## config.mk

```make
export PLATFORM = sky130hd
export DESIGN_NAME = pwm_timer_chan
export DESIGN_NICKNAME = d
export VERILOG_FILES = /design/src/rtl/pwmt_pkg.sv /design/src/rtl/pwmt_tick.sv /design/src/rtl/pwmt_ctrl.sv /design/src/rtl/pwmt_dpath.sv /design/src/rtl/pwm_timer_chan.sv
export SDC_FILE = /design/constraint.sdc
export NUM_CORES = 1
export LEC_CHECK = 0
export ABC_AREA = 0
export BUFFER_PORTS_ARGS = -buffer_cell sky130_fd_sc_hd__buf_4
export CAP_MARGIN = 20
export CORE_AREA = 2 2 142 144
export DETAILED_ROUTE_END_ITERATION = 7
export DIE_AREA = 0 0 144 146
export SLEW_MARGIN = 20
export SYNTH_ARGS = -nofsm -noshare
export SYNTH_HDL_FRONTEND = slang
export SYNTH_HIERARCHICAL = 1
export SYNTH_SLANG_ARGS = --single-unit
```

## constraint.sdc

```tcl
create_clock -name clk -period 3.35 [get_ports clk]
set_clock_uncertainty 0.1 [all_clocks]
set_input_delay 0.67 -clock clk [delete_from_list [all_inputs] [get_ports clk]]
set_output_delay 0.67 -clock clk [all_outputs]
set_load 0.02 [all_outputs]
```

## src/rtl/pwmt_pkg.sv

```systemverilog
package pwmt_pkg;
  // strobes passed from control to datapath each cycle
  typedef struct packed {
    logic load;   // manual update active
    logic step;   // decrement tick
    logic rearm;  // auto-reload enabled
  } pwmt_strobe_t;

  localparam int ADDR_PERIOD = 0;
  localparam int ADDR_COMPARE = 1;
  localparam int ADDR_CTRL = 2;
  localparam int ADDR_CLKCFG = 3;
endpackage

```

## src/rtl/pwmt_tick.sv

```systemverilog
module pwmt_tick #(
  parameter int PSC_W = 8,
  parameter int DSEL_W = 4
) (
  input  logic              clk,
  input  logic              rstN,
  input  logic              run,
  input  logic [PSC_W-1:0]  presc,
  input  logic [DSEL_W-1:0] divSel,
  output logic              tick
);
  localparam int DCNT_W = 2 ** DSEL_W;

  logic [PSC_W-1:0]  preCnt;
  logic [DCNT_W-1:0] divCnt;
  logic [DCNT_W-1:0] divMask;
  logic              preWrap;

  always_comb begin
    divMask = (DCNT_W'(1) << divSel) - DCNT_W'(1);
    preWrap = (preCnt == presc);
    tick    = run && preWrap && ((divCnt & divMask) == divMask);
  end

  always_ff @(posedge clk) begin
    if (!rstN || !run) begin
      preCnt <= '0;
      divCnt <= '0;
    end else if (preWrap) begin
      preCnt <= '0;
      divCnt <= divCnt + DCNT_W'(1);
    end else begin
      preCnt <= preCnt + PSC_W'(1);
    end
  end
endmodule

```

## src/rtl/pwmt_ctrl.sv

```systemverilog
module pwmt_ctrl
  import pwmt_pkg::*;
#(
  parameter int CNT_W = 32,
  parameter int PSC_W = 8,
  parameter int DSEL_W = 4
) (
  input  logic             clk,
  input  logic             rstN,
  input  logic             wrEn,
  input  logic [1:0]       wrAddr,
  input  logic [CNT_W-1:0] wrData,
  output pwmt_strobe_t     strobe,
  output logic [CNT_W-1:0] cntBuf,
  output logic [CNT_W-1:0] cmpBuf,
  output logic             invert
);
  logic              ctlStart, ctlManual, ctlAuto;
  logic [PSC_W-1:0]  presc;
  logic [DSEL_W-1:0] divSel;
  logic              tick;

  always_ff @(posedge clk) begin
    if (!rstN) begin
      cntBuf    <= '0;
      cmpBuf    <= '0;
      ctlStart  <= 1'b0;
      ctlManual <= 1'b0;
      invert    <= 1'b0;
      ctlAuto   <= 1'b0;
      presc     <= '0;
      divSel    <= '0;
    end else if (wrEn) begin
      case (wrAddr)
        2'(ADDR_PERIOD):  cntBuf <= wrData;
        2'(ADDR_COMPARE): cmpBuf <= wrData;
        2'(ADDR_CTRL): begin
          ctlStart  <= wrData[0];
          ctlManual <= wrData[1];
          invert    <= wrData[2];
          ctlAuto   <= wrData[3];
        end
        default: begin
          presc  <= wrData[PSC_W-1:0];
          divSel <= wrData[PSC_W +: DSEL_W];
        end
      endcase
    end
  end

  pwmt_tick #(.PSC_W(PSC_W), .DSEL_W(DSEL_W)) uTick (
    .clk(clk), .rstN(rstN), .run(ctlStart),
    .presc(presc), .divSel(divSel), .tick(tick)
  );

  always_comb begin
    strobe.load  = ctlManual;
    strobe.step  = tick && !ctlManual;
    strobe.rearm = ctlAuto;
  end
endmodule

```

## src/rtl/pwmt_dpath.sv

```systemverilog
module pwmt_dpath
  import pwmt_pkg::*;
#(
  parameter int CNT_W = 32
) (
  input  logic             clk,
  input  logic             rstN,
  input  pwmt_strobe_t     strobe,
  input  logic [CNT_W-1:0] cntBuf,
  input  logic [CNT_W-1:0] cmpBuf,
  output logic [CNT_W-1:0] cnt,
  output logic             outLvl
);
  logic [CNT_W-1:0] cmpAct;
  logic [CNT_W-1:0] cntDec;
  logic             atZero;

  always_comb begin
    cntDec = cnt - CNT_W'(1);
    atZero = (cnt == '0);
  end

  always_ff @(posedge clk) begin
    if (!rstN) begin
      cnt    <= '0;
      cmpAct <= '0;
      outLvl <= 1'b0;
    end else if (strobe.load) begin
      cnt    <= cntBuf;
      cmpAct <= cmpBuf;
      outLvl <= 1'b0;
    end else if (strobe.step) begin
      if (!atZero) begin
        cnt <= cntDec;
        if (cntDec == cmpAct) outLvl <= 1'b1;
      end else if (strobe.rearm) begin
        cnt    <= cntBuf;
        cmpAct <= cmpBuf;
        outLvl <= 1'b0;
      end
    end
  end
endmodule

```

## src/rtl/pwm_timer_chan.sv

```systemverilog
module pwm_timer_chan
  import pwmt_pkg::*;
#(
  parameter int CNT_W = 32,
  parameter int PSC_W = 8,
  parameter int DSEL_W = 4
) (
  input  logic             clk,
  input  logic             rstN,
  input  logic             wrEn,
  input  logic [1:0]       wrAddr,
  input  logic [CNT_W-1:0] wrData,
  output logic [CNT_W-1:0] countNow,
  output logic             pwmOut
);
  pwmt_strobe_t     strobe;
  logic [CNT_W-1:0] cntBuf, cmpBuf;
  logic             invert, outLvl;

  pwmt_ctrl #(.CNT_W(CNT_W), .PSC_W(PSC_W), .DSEL_W(DSEL_W)) uCtrl (
    .clk(clk), .rstN(rstN), .wrEn(wrEn), .wrAddr(wrAddr), .wrData(wrData),
    .strobe(strobe), .cntBuf(cntBuf), .cmpBuf(cmpBuf), .invert(invert)
  );

  pwmt_dpath #(.CNT_W(CNT_W)) uDpath (
    .clk(clk), .rstN(rstN), .strobe(strobe), .cntBuf(cntBuf), .cmpBuf(cmpBuf),
    .cnt(countNow), .outLvl(outLvl)
  );

  assign pwmOut = outLvl ^ invert;
endmodule

```

## Yosys cells after proc, flatten, opt, wreduce, memory -nomap -nowiden

Cells that the tools add are included.

- Output and inout port bits: 33
- Latch bits: 0
- Input bits: 37
- Bits in read-only memories: 0
- RAM bits: 0
- Register bits: 169
- Word-level logic and storage cells: 63
- Memories kept: 0

- Muxes and demuxes: 11
- Multipliers: 0
- Div/mod/pow operators: 0
- Reductions and logical operators: 23
- Order comparisons: 0
- Shift operators: 1
- Bitwise logic cells: 4
- $add $sub $neg: 4
- Equality and inequality tests: 7

Operator list:

| cell | number |
|---|---|
| $mux 32 | 8 |
| $eq 32x32->1 | 1 |
| $logic_not 32->1 | 1 |
| $sub 32x1->32 const B | 1 |
| $add 16x1->16 const B | 1 |
| $and 16x16->16 | 1 |
| $eq 16x16->1 | 1 |
| $shl 1x4->16 const A | 1 |
| $sub 16x2->16 const B | 1 |
| $reduce_and 2->1 | 5 |
| $add 8x1->8 const B | 1 |
| $eq 8x8->1 | 1 |
| $reduce_bool 2->1 | 4 |
| $reduce_and 3->1 | 2 |
| $reduce_or 2->1 | 2 |
| $logic_and 1x1->1 | 3 |
| $logic_not 1->1 | 3 |
| $mux 1 | 3 |
| $ne 3x3->1 const B | 1 |
| $reduce_or 3->1 | 1 |
| $eq 2x1->1 const B | 1 |
| $eq 2x2->1 const B | 1 |
| $logic_not 2->1 | 1 |
| $ne 2x2->1 const B | 1 |
| 3 further kinds | 4 |

## Logic depth before layout (Yosys ltp)

Gate-level depths: netlist of run 1.

- Word-level depth: 8
- Mapped depth: 17
- Gate-level depth less buffers: 15

## Modules after synthesis

The synthesis of run 1 kept the hierarchy.

By module, submodules not included:

| module | seq. area each (µm²) | instances | cells an instance | area each (µm²) |
|---|---|---|---|---|
| pwmt_dpath | 1301.2 | 1 | 569 | 4176.5 |
| pwmt_ctrl | 1601.5 | 1 | 300 | 3056.7 |
| pwmt_tick | 460.4 | 1 | 177 | 1388.8 |
| pwm_timer_chan | 0.0 | 1 | 1 | 8.8 |

## Worst setup path before layout of run 1

Ideal clock, no wire load.

- Path kind: register -> register
- Start point: reg uCtrl.divSel[3]
- End point: reg uDpath.outLvl
- Path slack: -0.004 ns
- Path buffers: 2
- Arrival: 3.185 ns
- Setup time: 0.069 ns
- Clock period less this slack: 3.354 ns
- Required time: 3.181 ns
- Stages on the path, launching flop included: 17
- Cells stage by stage: dfxtp_1 clkbuf_1 nor3_1 nand2b_1 ha_1 clkbuf_1 o211ai_1 o31ai_1 or4_1 nor3_1 nor2b_1 nand4_1 a311oi_1 nand4_1 nor4_1 nand4_1 o21ai_1

RTL lines:

| item | line | source |
|---|---|---|
| start: declaration | pwmt_ctrl.sv:20 | `logic [DSEL_W-1:0] divSel;` |
| start signal: assignment | pwmt_ctrl.sv:45 | `divSel <= wrData[PSC_W +: DSEL_W];` |
| end signal: assignment | pwmt_dpath.sv:27 | `outLvl <= 1'b0;` |
| end signal: assignment | pwmt_dpath.sv:31 | `outLvl <= 1'b0;` |
| end signal: assignment | pwmt_dpath.sv:35 | `if (cntDec == cmpAct) outLvl <= 1'b1;` |
| end: declaration | pwmt_dpath.sv:12 | `output logic outLvl` |

==> run_results.csv, run 1 <==
group,metric,value,unit
global_routing,grt_pass1_wl,36900,um
power,seqPwrFrac,0.252,
clocking,cts_hold_buf,0,
power,pwr-share-clk,0.249,
power,pwr-share-comb,0.498,
routing,ant_nets,0,
yosys,synth_most_common_cell,"nand2_1",
sta,final.setup.tns,0,ns
clocking,cts_tree,"yes",
routing,dr_total_vias,7434,
clocking,cts_setup_buffers,0,
finish,utilization,0.531,
critical_path,crit_chain,"nor3_4 -> nand2b_1 -> ha_2 -> o211ai_1 -> o31ai_1 -> or4_1 -> nor3_2 -> nor2b_4 -> nand4_1 -> a311oi_2 -> nand4_1 -> nor4_2 -> nand4_1 -> o21ai_1",
critical_path,slowest_stage,"or4_1",
finish,fillCellCount,1873,
clocking,cts_buffer_depth,2,
sta,tightest_slew,0.895,ns
die,rows,51,
global_routing,grt.overflow.total,0,
routing,routed_wl,22500,um
clocking,numCtsBuffers,17,
critical_path,crit_fanout,4,
routing,drtPass1Iterations,5,
die,io_pins,70,
finish,stdcell_area,10300,um^2
die,initial_core_util,0.446,
global_routing,antenna_found_initial,0,
yosys,synth-edff-count,0,
min_path,hold_start,"uCtrl/cmpBuf[16]$_SDFFE_PN0P_",
sta,finalCriticalPeriod,3.17,ns
run_status,status,"finished, final reports clean",
critical_path,path_buf_inv,0,
sta,slew_headroom,0.402,
flow_run,maxCapViolCount,0,
die,die_h,146,um
placement,gp_congestion,0.832,
yosys,syn-mean-instance-area,8.24,um^2
yosys,ys_seq_area_frac,0.390,
critical_path,cp-end-kind,"flop",
clocking,ctsHtreeMaxLevel,4,
routing,drc,0,
finish,multiInputGateArea,4820,um^2
placement,dp_hpwl,15600,um
sta,rsz0062_at_grt,"true",
finish,nets,1156,
finish,diodes,0,
placement,placed_cells,1360,
finish,final_cells,1392,
yosys,syn_inst,1047,
yosys,syn_area,8630,um^2
global_routing,grt_pass1_vias,6978,
yosys,synthTopCellsByCount,"203 x nand2_1, 168 x dfxtp_1, 84 x a21oi_1, 84 x mux2i_1, 77 x nor2_1",
routing,dr.first_iter.drc_count,520,
clocking,cts_sinks,168,
critical_path,setup.worst_path.class,"flop to flop",
yosys,synth_top_area_share,0.390,
sta,fmax,316,MHz
clocking,cts-root-buf,"clkbuf_16",
yosys,yosysWarningCount,6,
critical_path,required,3.62,ns
power,sw_frac_of_total,0.408,
finish,drive_above_1_share,0.165,
sta,final_hold_viol_count,0,
power,p_total,0.00861,W
sta,min_period_over_period,0.946,
yosys,syn-num-nets,1089,
yosys,synth_top_flop_cell,"dfxtp_1",
finish,syn_to_final_growth,18.9,%
power,p_leak,4.15,nW
routing,viasPerCell,5.34,
clocking,cts.reportedPaths.clkPinSlew,0.07,ns
placement,io_buffers,69,
routing,wl_per_cell,16.2,um
min_path,min_path_type,"flop to flop",
die,fp.dieArea,21000,um^2
die,die_x,144,um
clocking,clk_latency,0.43,ns
sta,setup_viol,0,
yosys,synth_area_leaders,"dfxtp_1 39%, mux2i_1 9.7%, nand2_1 8.8%, a21oi_1 4.9%, xnor2_1 3.9%",
yosys,synth_area_leader_cell,"dfxtp_1",
finish,regArea,3370,um^2
critical_path,cp-startpoint,"uCtrl/divSel[3]$_SDFFE_PN0P_",
critical_path,crit_family,"simple AND/OR/NAND/NOR gates",
power,p_sw,0.00351,W
yosys,ys_ff_latch,168,
critical_path,timing.rr.start,"uCtrl/divSel[3]$_SDFFE_PN0P_",
critical_path,slowest_delay,0.52,ns
placement,place_area,9570,um^2
yosys,async_reset_ff_frac,0,
power,ir_worst_vdd,0.000488,V
die,fp.coreArea,19300,um^2
global_routing,grt_max_degree,59,
global_routing,gr-usage-all-layers,0.221,
sta,drv_slew,0,
power,power_density,839,nW/um^2
yosys,ys_types,60,
power,internal-power,0.00509,W
critical_path,worstPathArrival,3.44,ns
critical_path,crit_top_cell,"nand4_1",
critical_path,start_kind,"flop",
==> placed cells by master, fill, tap and decap left out, drive strengths merged, types with 2 or more instances in the layout <==
| cell | synthesis | final |
|---|---|---|
| o21a | 6 | 6 |
| clkinvlp | 0 | 3 |
| or3 | 12 | 12 |
| o311ai | 2 | 2 |
| nor4 | 18 | 18 |
| or2 | 4 | 4 |
| o31ai | 8 | 8 |
| a22oi | 6 | 6 |
| nand2 | 203 | 203 |
| xor2 | 29 | 29 |
| a211oi | 4 | 4 |
| and2 | 22 | 22 |
| and3 | 4 | 4 |
| dfxtp | 168 | 168 |
| o22ai | 9 | 9 |
| clkinv | 0 | 2 |
| inv | 23 | 27 |
| nor3 | 31 | 31 |
| ha | 5 | 5 |
| bufinv | 0 | 4 |
| nand4 | 12 | 12 |
| xnor2 | 38 | 38 |
| o21ai | 49 | 49 |
| or4 | 13 | 13 |
| nand3 | 23 | 23 |
| a21o | 3 | 3 |
| mux2i | 84 | 84 |
| buf | 41 | 120 |
| nor3b | 8 | 8 |
| o221a | 2 | 2 |
| a31oi | 4 | 4 |
| a21oi | 85 | 85 |
| nand2b | 3 | 3 |
| clkbuf | 31 | 19 |
| mux2 | 3 | 3 |
| nor2 | 77 | 77 |
| nor2b | 2 | 2 |
| nand3b | 3 | 3 |
| o211ai | 2 | 2 |
==> power by group through the flow <==
stage | clock [W] | combinational [W] | sequential [W]
after floorplan | 0 | 0.00280 | 0.00225
final | 0.00215 | 0.00429 | 0.00217
after detailed placement | 0 | 0.00419 | 0.00221
after global placement | 0 | 0.00417 | 0.00221
after CTS | 0.00218 | 0.00422 | 0.00217
after global routing | 0.00227 | 0.00472 | 0.00218
==> flip-flops by register name, indices dropped and copies added, names as in the netlist <==
| name | cells |
|---|---|
| uCtrl/cmpBuf | 32 |
| uCtrl/cntBuf | 32 |
| uCtrl/ctlAuto | 1 |
| uCtrl/ctlManual | 1 |
| uCtrl/ctlStart | 1 |
| uCtrl/divSel | 4 |
| uCtrl/invert | 1 |
| uCtrl/presc | 8 |
| uCtrl/uTick/divCnt | 15 |
| uCtrl/uTick/preCnt | 8 |
| uDpath/cmpAct | 32 |
| uDpath/cnt | 32 |
| uDpath/outLvl | 1 |
==> metal layers <==
metal | global-route usage | vias to the layer above | share of wire
li1 | - | 3732 | -
met1 | 0.328 | 3520 | 0.50
met2 | 0.334 | 158 | 0.45
met3 | 0.0369 | 24 | 0.043
met4 | 0.0549 | 0 | 0.011
met5 | 0 | - | 0
==> what timing repair did <==
item,CTS,global route
gates resized for setup,2,8
setup endpoints to repair,1,2
pin swaps,0,3
==> through the flow <==
stage | setup slack [ns] | hold slack [ns]
after floorplan | 0.0659 | 0.330
after global routing | -0.0398 | 0.361
after detailed placement | -0.0945 | 0.348
after CTS | 0.0362 | 0.354
final | 0.181 | 0.355
after global placement | 0.0681 | 0.345
==> cell type report <==
class,instances,share of cell area
multi-input combinational,784,0.470
sequential,168,0.328
timing repair buffer,120,0.0988
clock buffer,19,0.0441
tap,265,0.0323
clock inverter,13,0.0187
inverter,23,0.00841
==> path summary, 6_finish.rpt <==
kind	endpoint	slack, ns	cells past startpoint
hold reg to reg	uDpath/cmpAct[16]$_SDFFE_PN0P_	0.36	2
setup reg to reg	uDpath/outLvl$_SDFFE_PP0P_	0.18	14
setup / recovery	uDpath/outLvl$_SDFFE_PP0P_	0.18	14
hold / removal	uDpath/cmpAct[16]$_SDFFE_PN0P_	0.36	2
==> worst reg2reg max path, cell delays in order (launching register included) <==
cell and delay, ns:
dfxtp_2 0.34, nor3_4 0.21, nand2b_1 0.11, ha_2 0.22, o211ai_1 0.10, o31ai_1 0.09, or4_1 0.52, nor3_2 0.16
nor2b_4 0.18, nand4_1 0.13, a311oi_2 0.26, nand4_1 0.14, nor4_2 0.30, nand4_1 0.13, o21ai_1 0.12
==> logic make-up after synthesis <==
family | Yosys count | share of synthesized area
muxes | 87 | 0.101
adders and majority gates | 5 | 0.00725
and+or+nand+nor | 437 | 0.246
AOI/OAI and AO/OA | 188 | 0.128
DFF | 168 | 0.390
buffers and inverters | 95 | 0.0597
xor gates and xnor gates | 67 | 0.0680
Power figures use the tool's default switching activity.
==> run 2: changes to the inputs <==
Settings changed: CELL_PAD_IN_SITES_DETAIL_PLACEMENT set to 1, CELL_PAD_IN_SITES_GLOBAL_PLACEMENT set to 1, CORE_AREA 2 2 142 144 to 2 2 149 151, DIE_AREA 0 0 144 146 to 0 0 151 153, GPL_ROUTABILITY_DRIVEN set to 0, PLACE_DENSITY_LB_ADDON set to 0.1.
==> run 2 against run 1 <==
Power fell by 3.6%. Flip-flop and latch count stayed put. Largest power group unchanged. Critical endpoint unchanged. Via count rose by 1.0%. Sequential power hardly changed. Hold slack better by 0.0039 ns. Non-clock buffer count shrank 3. Setup slack got worse by 0.050 ns. Final cell count increased by 0.86%. Combinational power shrank 3%.
==> run_results.csv, run 2 (synthesis results as in run 1) <==
group,metric,value,unit
die,fp.dieArea,23100,um^2
global_routing,gr-usage-all-layers,0.234,
critical_path,crit_fanout,11,
critical_path,setup.worst_path.class,"flop to flop",
clocking,cts_hold_buf,0,
power,power_density,817,nW/um^2
finish,final_common_cell,"nand2_1",
min_path,min_path_type,"flop to flop",
clocking,cts_buffer_depth,2,
sta,tightest_slew,0.840,ns
routing,routed_wl,26200,um
critical_path,crit_top_cell,"nand4_1",
finish,syn_to_final_growth,17.7,%
routing,drc,0,
sta,drv_slew,0,
die,io_pins,70,
die,die_x,151,um
critical_path,slowest_delay,0.42,ns
sta,final_hold_viol_count,0,
finish,fillCellCount,2609,
global_routing,grt.overflow.total,0,
clocking,cts-root-buf,"clkbuf_16",
power,ir_worst_vdd,0.000560,V
clocking,cts_tree,"yes",
sta,fin_ws,0.131,ns
finish,utilization,0.473,
finish,diodes,0,
run_status,status,"finished, final reports clean",
global_routing,antenna_found_initial,0,
critical_path,start_kind,"flop",
global_routing,grt_pass1_wl,42100,um
finish,nets,1153,
routing,wl_per_cell,18.7,um
clocking,cts.reportedPaths.clkPinSlew,0.07,ns
routing,dr_total_vias,7511,
clocking,numCtsBuffers,17,
critical_path,worstPathArrival,3.47,ns
placement,place_area,9550,um^2
placement,dp_hpwl,18400,um
global_routing,grt_pass1_vias,7755,
routing,dr.first_iter.drc_count,319,
sta,finalCriticalPeriod,3.22,ns
die,initial_core_util,0.402,
clocking,clk_latency,0.43,ns
critical_path,slowest_stage,"or4_1",
sta,holdWs,0.359,ns
clocking,ctsHtreeMaxLevel,4,
placement,io_buffers,69,
finish,stdcell_area,10200,um^2
die,die_h,153,um
routing,ant_nets,0,
finish,drive_above_1_share,0.157,
finish,layout_common_cells,"203 x nand2_1, 168 x dfxtp_1, 109 x buf_4",
critical_path,r2r_slack,0.13,ns
global_routing,grt_max_degree,56,
sta,setup_viol,0,
critical_path,crit_chain,"buf_4 -> nor3b_1 -> mux2i_1 -> nor2_1 -> or4_1 -> nor3_2 -> nor2b_4 -> nand4_1 -> a311oi_1 -> nand4_1 -> nor4_2 -> nand4_1 -> o21ai_1",
finish,final_cells,1404,
clocking,cts_sinks,168,
critical_path,cp-end-kind,"flop",
sta,fmax,311,MHz
die,rows,54,
sta,min_period_over_period,0.961,
critical_path,required,3.60,ns
power,p_leak,4.09,nW
routing,viasPerCell,5.35,
routing,drtPass1Iterations,4,
placement,placed_cells,1371,
sta,slew_headroom,0.438,
flow_run,maxCapViolCount,0,
placement,pre_cts_ws,-0.0166,ns
die,fp.coreArea,21500,um^2
-- run 2: timing repair --
action	CTS	global route
setup buffers	0	1
resized for setup	1	5
setup endpoints to repair	1	56
pin swaps	0	3
-- run 2: final timing paths --
kind,from,endpoint,cells past startpoint
max,uCtrl/divSel[1]$_SDFFE_PN0P_,uDpath/outLvl$_SDFFE_PP0P_,13
min,uCtrl/cntBuf[5]$_SDFFE_PN0P_,uCtrl/cntBuf[5]$_SDFFE_PN0P_,2
max reg2reg,uCtrl/divSel[1]$_SDFFE_PN0P_,uDpath/outLvl$_SDFFE_PP0P_,13
min reg2reg,uCtrl/cntBuf[5]$_SDFFE_PN0P_,uCtrl/cntBuf[5]$_SDFFE_PN0P_,2
-- run 2: final cells by class --
type                            count  area (um^2)  area share
Multi-Input combinational cell    784         4810       0.473
Sequential cell                   168         3360       0.331
Timing Repair Buffer              117          978      0.0963
Clock buffer                       19          433      0.0426
Tap cell                          280          350      0.0345
Clock inverter                     13          144      0.0142
Inverter                           23         86.3     0.00850
-- run 2: power breakdown --
part	switching [W]	leakage, nW	internal, W	total (W)
clock network	0.000869	0.271	0.00111	0.00198
logic	0.00257	2.46	0.00158	0.00415
registers	0.0000921	1.36	0.00208	0.00217
total	0.00353	4.09	0.00477	0.00830
-- run 2: through the flow --
| stage | setup TNS (ns) | power [W] |
|---|---|---|
| floorplan | 0 | 0.00504 |
| global placement | 0 | 0.00630 |
| detailed placement | -0.0166 | 0.00636 |
| CTS | 0 | 0.00836 |
| global route | -0.0381 | 0.00890 |
| finish | 0 | 0.00830 |
-- run 2: layer usage --
metal | vias to the layer above | wire length (um) | GRT usage
met5 | - | 0 | 0
met4 | 0 | 639 | 0.0783
met3 | 31 | 601 | 0.0316
met2 | 86 | 12900 | 0.404
met1 | 3679 | 12100 | 0.298
li1 | 3715 | - | -
-- run 2: critical path: cells and delay by family, from the launching register on --
| kind | cells | cell delay, ns |
|---|---|---|
| compound gates | 2 | 0.36 |
| flops | 1 | 0.35 |
| mux | 1 | 0.24 |
| simple gates | 9 | 1.91 |
| buf+inv | 1 | 0.19 |
